===== src/rtl/attr_pkg.sv =====
// Package: shared constants and types for the attribute host port.
// Assumes a 2-bit host address window and byte-wide accesses.
package attr_pkg;
    localparam int ATTR_DW      = 8;
    localparam int ATTR_NUM     = 21;
    localparam int ATTR_PAL     = 16;
    localparam int ATTR_IDX_W   = 5;
    localparam int ATTR_PAL_BIT = 5;
    localparam int ATTR_AW      = 2;

    localparam logic [ATTR_AW-1:0] A_PORT = 2'd0;
    localparam logic [ATTR_AW-1:0] A_DRD  = 2'd1;
    localparam logic [ATTR_AW-1:0] A_STAT = 2'd2;

    typedef enum logic {
        PH_INDEX = 1'b0,
        PH_DATA  = 1'b1
    } phase_e;
endpackage


===== src/rtl/attr_flipflop.sv =====
// Module: index/data phase toggle and index latch.
// Assumes port_wr and stat_rd are single-cycle strobes. The status read
// clears the phase; they cannot coincide since they use different addresses.
module attr_flipflop
    import attr_pkg::*;
#(
    parameter int IDX_W   = ATTR_IDX_W,
    parameter int PAL_BIT = ATTR_PAL_BIT
) (
    input  logic              clk,
    input  logic              rst_n,
    input  logic              port_wr,
    input  logic              stat_rd,
    input  logic [PAL_BIT:0]  idx_byte,
    output phase_e            phase,
    output logic [IDX_W-1:0]  idx,
    output logic              pal_disp,
    output logic              data_wr
);
    phase_e phase_q;
    logic   idx_wr;

    // Decode which kind of port write this cycle carries.
    always_comb begin
        idx_wr  = port_wr && (phase_q == PH_INDEX);
        data_wr = port_wr && (phase_q == PH_DATA);
    end

    // Phase toggle: status read rearms, port write flips.
    always_ff @(posedge clk) begin
        if (!rst_n) begin
            phase_q <= PH_INDEX;
        end else if (stat_rd) begin
            phase_q <= PH_INDEX;
        end else if (idx_wr) begin
            phase_q <= PH_DATA;
        end else if (data_wr) begin
            phase_q <= PH_INDEX;
        end
    end

    // Index latch: register select and palette ownership bit.
    always_ff @(posedge clk) begin
        if (!rst_n) begin
            idx      <= '0;
            pal_disp <= 1'b1;
        end else if (idx_wr) begin
            idx      <= idx_byte[IDX_W-1:0];
            pal_disp <= idx_byte[PAL_BIT];
        end
    end

    assign phase = phase_q;
endmodule


===== src/rtl/attr_regfile.sv =====
// Module: attribute register file with palette write lock.
// Assumes at most one data write per cycle. Indices at or above NUM
// select nothing. Entries below PAL are locked while pal_disp is set.
module attr_regfile #(
    parameter int DW    = 8,
    parameter int NUM   = 21,
    parameter int PAL   = 16,
    parameter int IDX_W = 5
) (
    input  logic              clk,
    input  logic              rst_n,
    input  logic              wr_en,
    input  logic [IDX_W-1:0]  idx,
    input  logic              pal_disp,
    input  logic [DW-1:0]     wdata,
    output logic [NUM*DW-1:0] regs_flat,
    output logic [DW-1:0]     sel_data,
    output logic              sel_valid
);
    logic [DW-1:0] regs [NUM];

    genvar gi;
    generate
        for (gi = 0; gi < NUM; gi++) begin : g_reg
            localparam bit IS_PAL = (gi < PAL);
            logic hit;
            // Per-register write enable, with the palette lock applied.
            always_comb begin
                hit = wr_en && (idx == IDX_W'(gi)) && !(IS_PAL && pal_disp);
            end
            // Storage byte for register gi.
            always_ff @(posedge clk) begin
                if (!rst_n) begin
                    regs[gi] <= '0;
                end else if (hit) begin
                    regs[gi] <= wdata;
                end
            end
            assign regs_flat[gi*DW +: DW] = regs[gi];
        end
    endgenerate

    // Select the indexed register for readback.
    always_comb begin
        sel_data  = '0;
        sel_valid = 1'b0;
        for (int i = 0; i < NUM; i++) begin
            if (idx == IDX_W'(i)) begin
                sel_data  = regs[i];
                sel_valid = 1'b1;
            end
        end
    end
endmodule


===== src/rtl/attr_rdmux.sv =====
// Module: host read data multiplexer.
// Assumes a combinational read: data is valid in the cycle bus_rd is high.
module attr_rdmux
    import attr_pkg::*;
#(
    parameter int DW      = ATTR_DW,
    parameter int IDX_W   = ATTR_IDX_W,
    parameter int PAL_BIT = ATTR_PAL_BIT
) (
    input  logic               rd,
    input  logic [ATTR_AW-1:0] addr,
    input  logic [IDX_W-1:0]   idx,
    input  logic               pal_disp,
    input  logic [DW-1:0]      sel_data,
    input  logic               sel_valid,
    input  logic [DW-1:0]      status_in,
    output logic [DW-1:0]      rdata
);
    logic [DW-1:0] idx_byte;

    // Rebuild the latched index byte for readback.
    always_comb begin
        idx_byte = '0;
        idx_byte[IDX_W-1:0] = idx;
        idx_byte[PAL_BIT]   = pal_disp;
    end

    // Route the addressed source to the read bus.
    always_comb begin
        rdata = '0;
        if (rd) begin
            case (addr)
                A_PORT:  rdata = idx_byte;
                A_DRD:   rdata = sel_valid ? sel_data : '0;
                A_STAT:  rdata = status_in;
                default: rdata = '0;
            endcase
        end
    end
endmodule


===== src/rtl/attr_port.sv =====
// Module: top of the attribute host port.
// Combines the phase toggle, the register file and the read multiplexer.
// Assumes the host raises at most one of bus_wr and bus_rd per cycle.
module attr_port
    import attr_pkg::*;
#(
    parameter int DW      = ATTR_DW,
    parameter int NUM     = ATTR_NUM,
    parameter int PAL     = ATTR_PAL,
    parameter int IDX_W   = ATTR_IDX_W,
    parameter int PAL_BIT = ATTR_PAL_BIT
) (
    input  logic               clk,
    input  logic               rst_n,
    input  logic               bus_wr,
    input  logic               bus_rd,
    input  logic [ATTR_AW-1:0] bus_addr,
    input  logic [DW-1:0]      bus_wdata,
    input  logic [DW-1:0]      status_in,
    output logic [DW-1:0]      bus_rdata,
    output logic               pal_disp_en,
    output logic [NUM*DW-1:0]  attr_q
);
    logic             port_wr;
    logic             stat_rd;
    logic             data_wr;
    phase_e           phase;
    logic             phase_is_data;
    logic [IDX_W-1:0] idx;
    logic [DW-1:0]    sel_data;
    logic             sel_valid;

    // Decode host strobes by address.
    always_comb begin
        port_wr       = bus_wr && (bus_addr == A_PORT);
        stat_rd       = bus_rd && (bus_addr == A_STAT);
        phase_is_data = (phase == PH_DATA);
    end

    attr_flipflop #(.IDX_W(IDX_W), .PAL_BIT(PAL_BIT)) u_ff (
        .clk      (clk),
        .rst_n    (rst_n),
        .port_wr  (port_wr),
        .stat_rd  (stat_rd),
        .idx_byte (bus_wdata[PAL_BIT:0]),
        .phase    (phase),
        .idx      (idx),
        .pal_disp (pal_disp_en),
        .data_wr  (data_wr)
    );

    attr_regfile #(.DW(DW), .NUM(NUM), .PAL(PAL), .IDX_W(IDX_W)) u_rf (
        .clk       (clk),
        .rst_n     (rst_n),
        .wr_en     (data_wr),
        .idx       (idx),
        .pal_disp  (pal_disp_en),
        .wdata     (bus_wdata),
        .regs_flat (attr_q),
        .sel_data  (sel_data),
        .sel_valid (sel_valid)
    );

    attr_rdmux #(.DW(DW), .IDX_W(IDX_W), .PAL_BIT(PAL_BIT)) u_rd (
        .rd        (bus_rd),
        .addr      (bus_addr),
        .idx       (idx),
        .pal_disp  (pal_disp_en),
        .sel_data  (sel_data),
        .sel_valid (sel_valid),
        .status_in (status_in),
        .rdata     (bus_rdata)
    );
endmodule


===== config.mk =====
export PLATFORM = sky130hd
export DESIGN_NAME = attr_port
export DESIGN_NICKNAME = d
export VERILOG_FILES = /design/src/rtl/attr_pkg.sv /design/src/rtl/attr_flipflop.sv /design/src/rtl/attr_regfile.sv /design/src/rtl/attr_rdmux.sv /design/src/rtl/attr_port.sv
export SDC_FILE = /design/constraint.sdc
export NUM_CORES = 1
export LEC_CHECK = 0
export ABC_AREA = 1
export ABC_CLOCK_PERIOD_IN_PS = 4000
export BUFFER_PORTS_ARGS = -buffer_cell sky130_fd_sc_hd__buf_2
export CELL_PAD_IN_SITES_DETAIL_PLACEMENT = 1
export CELL_PAD_IN_SITES_GLOBAL_PLACEMENT = 1
export CORE_MARGIN = 1.5
export CORE_UTILIZATION = 27
export DETAILED_ROUTE_END_ITERATION = 8
export PLACE_DENSITY = 0.68
export SLEW_MARGIN = 25
export SYNTH_ARGS = -nofsm -noshare
export SYNTH_HDL_FRONTEND = slang
export SYNTH_SLANG_ARGS = --single-unit

===== constraint.sdc =====
create_clock -name clk -period 4 [get_ports clk]
set_input_delay 0.8 -clock clk [delete_from_list [all_inputs] [get_ports clk]]
set_output_delay 0.8 -clock clk [all_outputs]
set_load 0.005 [all_outputs]

==> summary.md <==
| Metric | Value |
|---|---|
| R2r endpoint | u_rf.regs[5][5] |
| Core Rows | 63 |
| Status | finished clean |
| Clock slew at reported path FFs | 0.07 ns |
| Largest net degree at the start of global routing | 30 |
| Slew margin rel. | about a third |
| FMAX | about 260 MHz |
| Vias per inst | just under 5 |
| Nets | 1,100 |
| Routed wire per std cell | 21.4 um |
| Critical Path Sink Type | output pin |
| Ratio of cells with drive above 1 in the final layout | 29.1% |
| Finished Core Util | a little over a third |
| Clock Latency Late Sink | roughly 0.43 ns |
| Largest fanout on the critical path | 7 |
| FFs w/ async S/R, synth | 0% |
| Hold path cells | 2 |
| Max_cap viols | 0 |
| Initial DRT Pass Iterations | 4 |
| Footprint of the multi-input gates | around 0.0026 mm^2 |
| CTS tree | built |
| Final worst-path cycle share | between 90% and 100% |
| Mapped Nets | roughly 900 |
| Worst Reg-to-Reg Cells | 8 |
| Grt total ovfl | 0 |
| R2R setup slack | between 1.5 and 2 ns |
| Final Skew | roughly 0.008 ns |
| Worst min path class | flip-flop to flip-flop |
| Sequential fraction of the synthesis area | ~64% |
| Synth Warn # | 0 |
| Clk sinks | about 180 |
| Deepest clock path buffer count | 2 |
| Worst-Margin Slew | approximately 0.97 ns |
| CP required | around 3.2 ns |
| Via count | just over 7,000 |
| Synth Instances | 857 |
| Number of enable flip-flop cells after synthesis | 168 |
| Dpl cells | approximately 1,400 |
| GP Congestion | 0.845 |
| RR Startpoint | u_ff.idx[2] |
| Total wire length | approximately 32,000 um |
| Antenna Nets Post-Route | 0 |
| Post-Syn Area | about 0.008 mm^2 |
| Worst Hold End | u_ff.phase |
| Ys flop type | edfxtp_1 |
| Clock power frac | between 40% and 50% |
| Comb pwr share | around 9% |
| Switching share of power | roughly 26% |
| Die Area | 0.0311 mm^2 |
| N_diodes | 0 |
| Die Wd | roughly 180 um |
| First-pass GRT wire length | about 46,000 um |
| Initial DRC Count | roughly 560 |
| Vias in the first global route | about 7,300 |
| Crit path launch type | flip-flop |
| Core area | 0.0296 mm^2 |
| Setup WS pre-CTS | 0.525 ns |
| Drc violations | 0 |
| Reg power frac | between 50 and 60% |
| Cell variety after synth | 30 |
| Final Hold Viols | 0 |
| DPL Wire Length | between 20,000 and 25,000 um |
| Die H | 176 um |
| Boundary pin count | 199 |
| Worst Path Class, Setup | flip-flop to output pin |
| P per Cell Area | 405 mW/mm^2 |
| Crit path DAT | 3.02 ns |
| Minimum clock period | about 3.8 ns |
| Sequential Area | between 0.005 and 0.006 mm^2 |
| Fin Setup TNS | 0 ns |
| Buffers on Ports | about 200 |
| #FFs+latches synth | between 150 and 200 |
| Initial antenna violation count | 0 |
| Switching power | around 1100 uW |
| Filler cells | ~3,500 |
| Post-Layout Cell Count | roughly 1,500 |
| Gr usage total | between 20% and 30% |
| Fin. max-slew vios | 0 |
| Leak | ~0.0045 uW |
| Avg Cell Area, Syn | 9.46 um^2 |
| CTS root buf | clkbuf_16 |
| Number of H-tree levels | 4 |
| TritonCTS buffer count | 17 |
| Layout area overhead | 28.0% |
| Worst Slack Setup Final | 0.180 ns |
| Internal power | 3120 uW |
| Peak VDD IR | between 0.0002 and 0.0003 V |
| Initial Utilization | between 20 and 30% |
| Worst Min Path Start | u_ff.phase |
| # setup viols final | 0 |
sequential cells by signal, indices dropped and copies added (netlist names):
signal,flops
u_ff.phase,1
u_rf.regs,168
u_ff.pal_disp,1
u_ff.idx,5
cells in the mapped netlist, types with 7 or more instances:
master,n,area (um^2)
inv_2,8,30.0
o21ai_0,28,140
nor2_1,208,781
nand3_1,35,175
nor2_2,9,56.3
or2_2,18,113
dfxtp_1,7,140
nand2_1,201,754
inv_1,61,229
a21oi_1,32,160
clkbuf_1,24,90.1
edfxtp_1,168,5040
nand4_1,23,144
layer usage:
metal / GRT usage, % / vias up / routed length (um)
met5: 0 / - / 0
met4: 5.63 / 0 / 544
met2: 34.4 / 243 / 15500
met1: 27.0 / 3598 / 14000
li1: - / 3287 / -
met3: 3.04 / 28 / 1640
cell families (layout without fill, tap and decap cells):
kind of cell | count (synthesis) | count (layout) | share of synthesized area [%]
AOI/OAI and AO/OA | 73 | 73 | 4.85
and+or+nand+nor | 509 | 510 | 26.5
buffers and inverters | 100 | 333 | 4.69
DFF | 175 | 175 | 64.0
worst max-delay path: stages, from the launching register on:
cell     delay [ns]
dfxtp_1        0.44
inv_2          0.13
nand3_2        0.18
inv_2          0.08
nand2_2        0.14
nand3_1        0.11
o21ai_1        0.13
nand3_1        0.14
nand2_1        0.10
nand4_1        0.12
nand2_1        0.10
nand4_1        0.16
nand2_1        0.18
nand4_1        0.15
nand2_1        0.09
nand2_1        0.07
nand2_1        0.06
a21oi_1        0.06
buf_2          0.13
worst max-delay path by stage:
stage,start,endpoint,slack [ns]
floorplan,bus_addr[0],u_rf.regs[0][16],1.17
CTS,u_ff.idx[0],bus_rdata[1],0.007
global placement,u_ff.idx[0],bus_rdata[3],0.61
global route,u_ff.idx[4],bus_rdata[6],-0.02
finish,u_ff.idx[4],bus_rdata[1],0.18
detailed placement,u_ff.idx[1],bus_rdata[1],0.52
placed cells by master (no fill, tap or decap), drive strengths merged, types with 3 or more instances in the layout:
master    n
nor2    221
clkinv    6
clkbuf   18
nand3    37
or2      24
buf     231
edfxtp  168
inv      75
o21ai    31
nand4    23
nand2   202
a221oi    3
dfxtp     7
a21oi    32
o22ai     3
power by group through the flow:
stage          Sequential [uW]  Combinational [uW]  Clock (uW)
2_1_floorplan             2140                 163           0
3_3_place_gp              2160                 362           0
3_5_place_dp              2160                 369           0
4_1_cts                   2120                 372        1720
5_1_grt                   2130                 415        1770
6_report                  2120                 379        1700
layout make-up:
class	instances	share of cell area, %
Sequential cell	175	50.0
Inverter	70	2.53
Multi-Input combinational cell	583	25.2
Timing Repair Buffer	231	11.9
Clock buffer	18	4.14
Clock inverter	14	1.48
Tap cell	390	4.70
what timing repair did:
action / 4_1_cts / 5_1_grt
gates resized for setup: 0 / 21
setup buffers: 0 / 4
setup endpoints to repair: 0 / 7
hold buffers: 0 / 0
hold endpoints to repair: 0 / 0
stage by stage:
stage / hold slack [ns] / power [uW] / cell area, um^2
after CTS: 0.490 / 4220 / 10300
after detailed placement: 0.480 / 2530 / 9690
final: 0.487 / 4200 / 10400
after global placement: 0.463 / 2520 / 9690
after floorplan: 0.452 / 2300 / 8110
after global routing: 0.531 / 4310 / 10400
No activity file was read; power rests on OpenSTA's default activity.
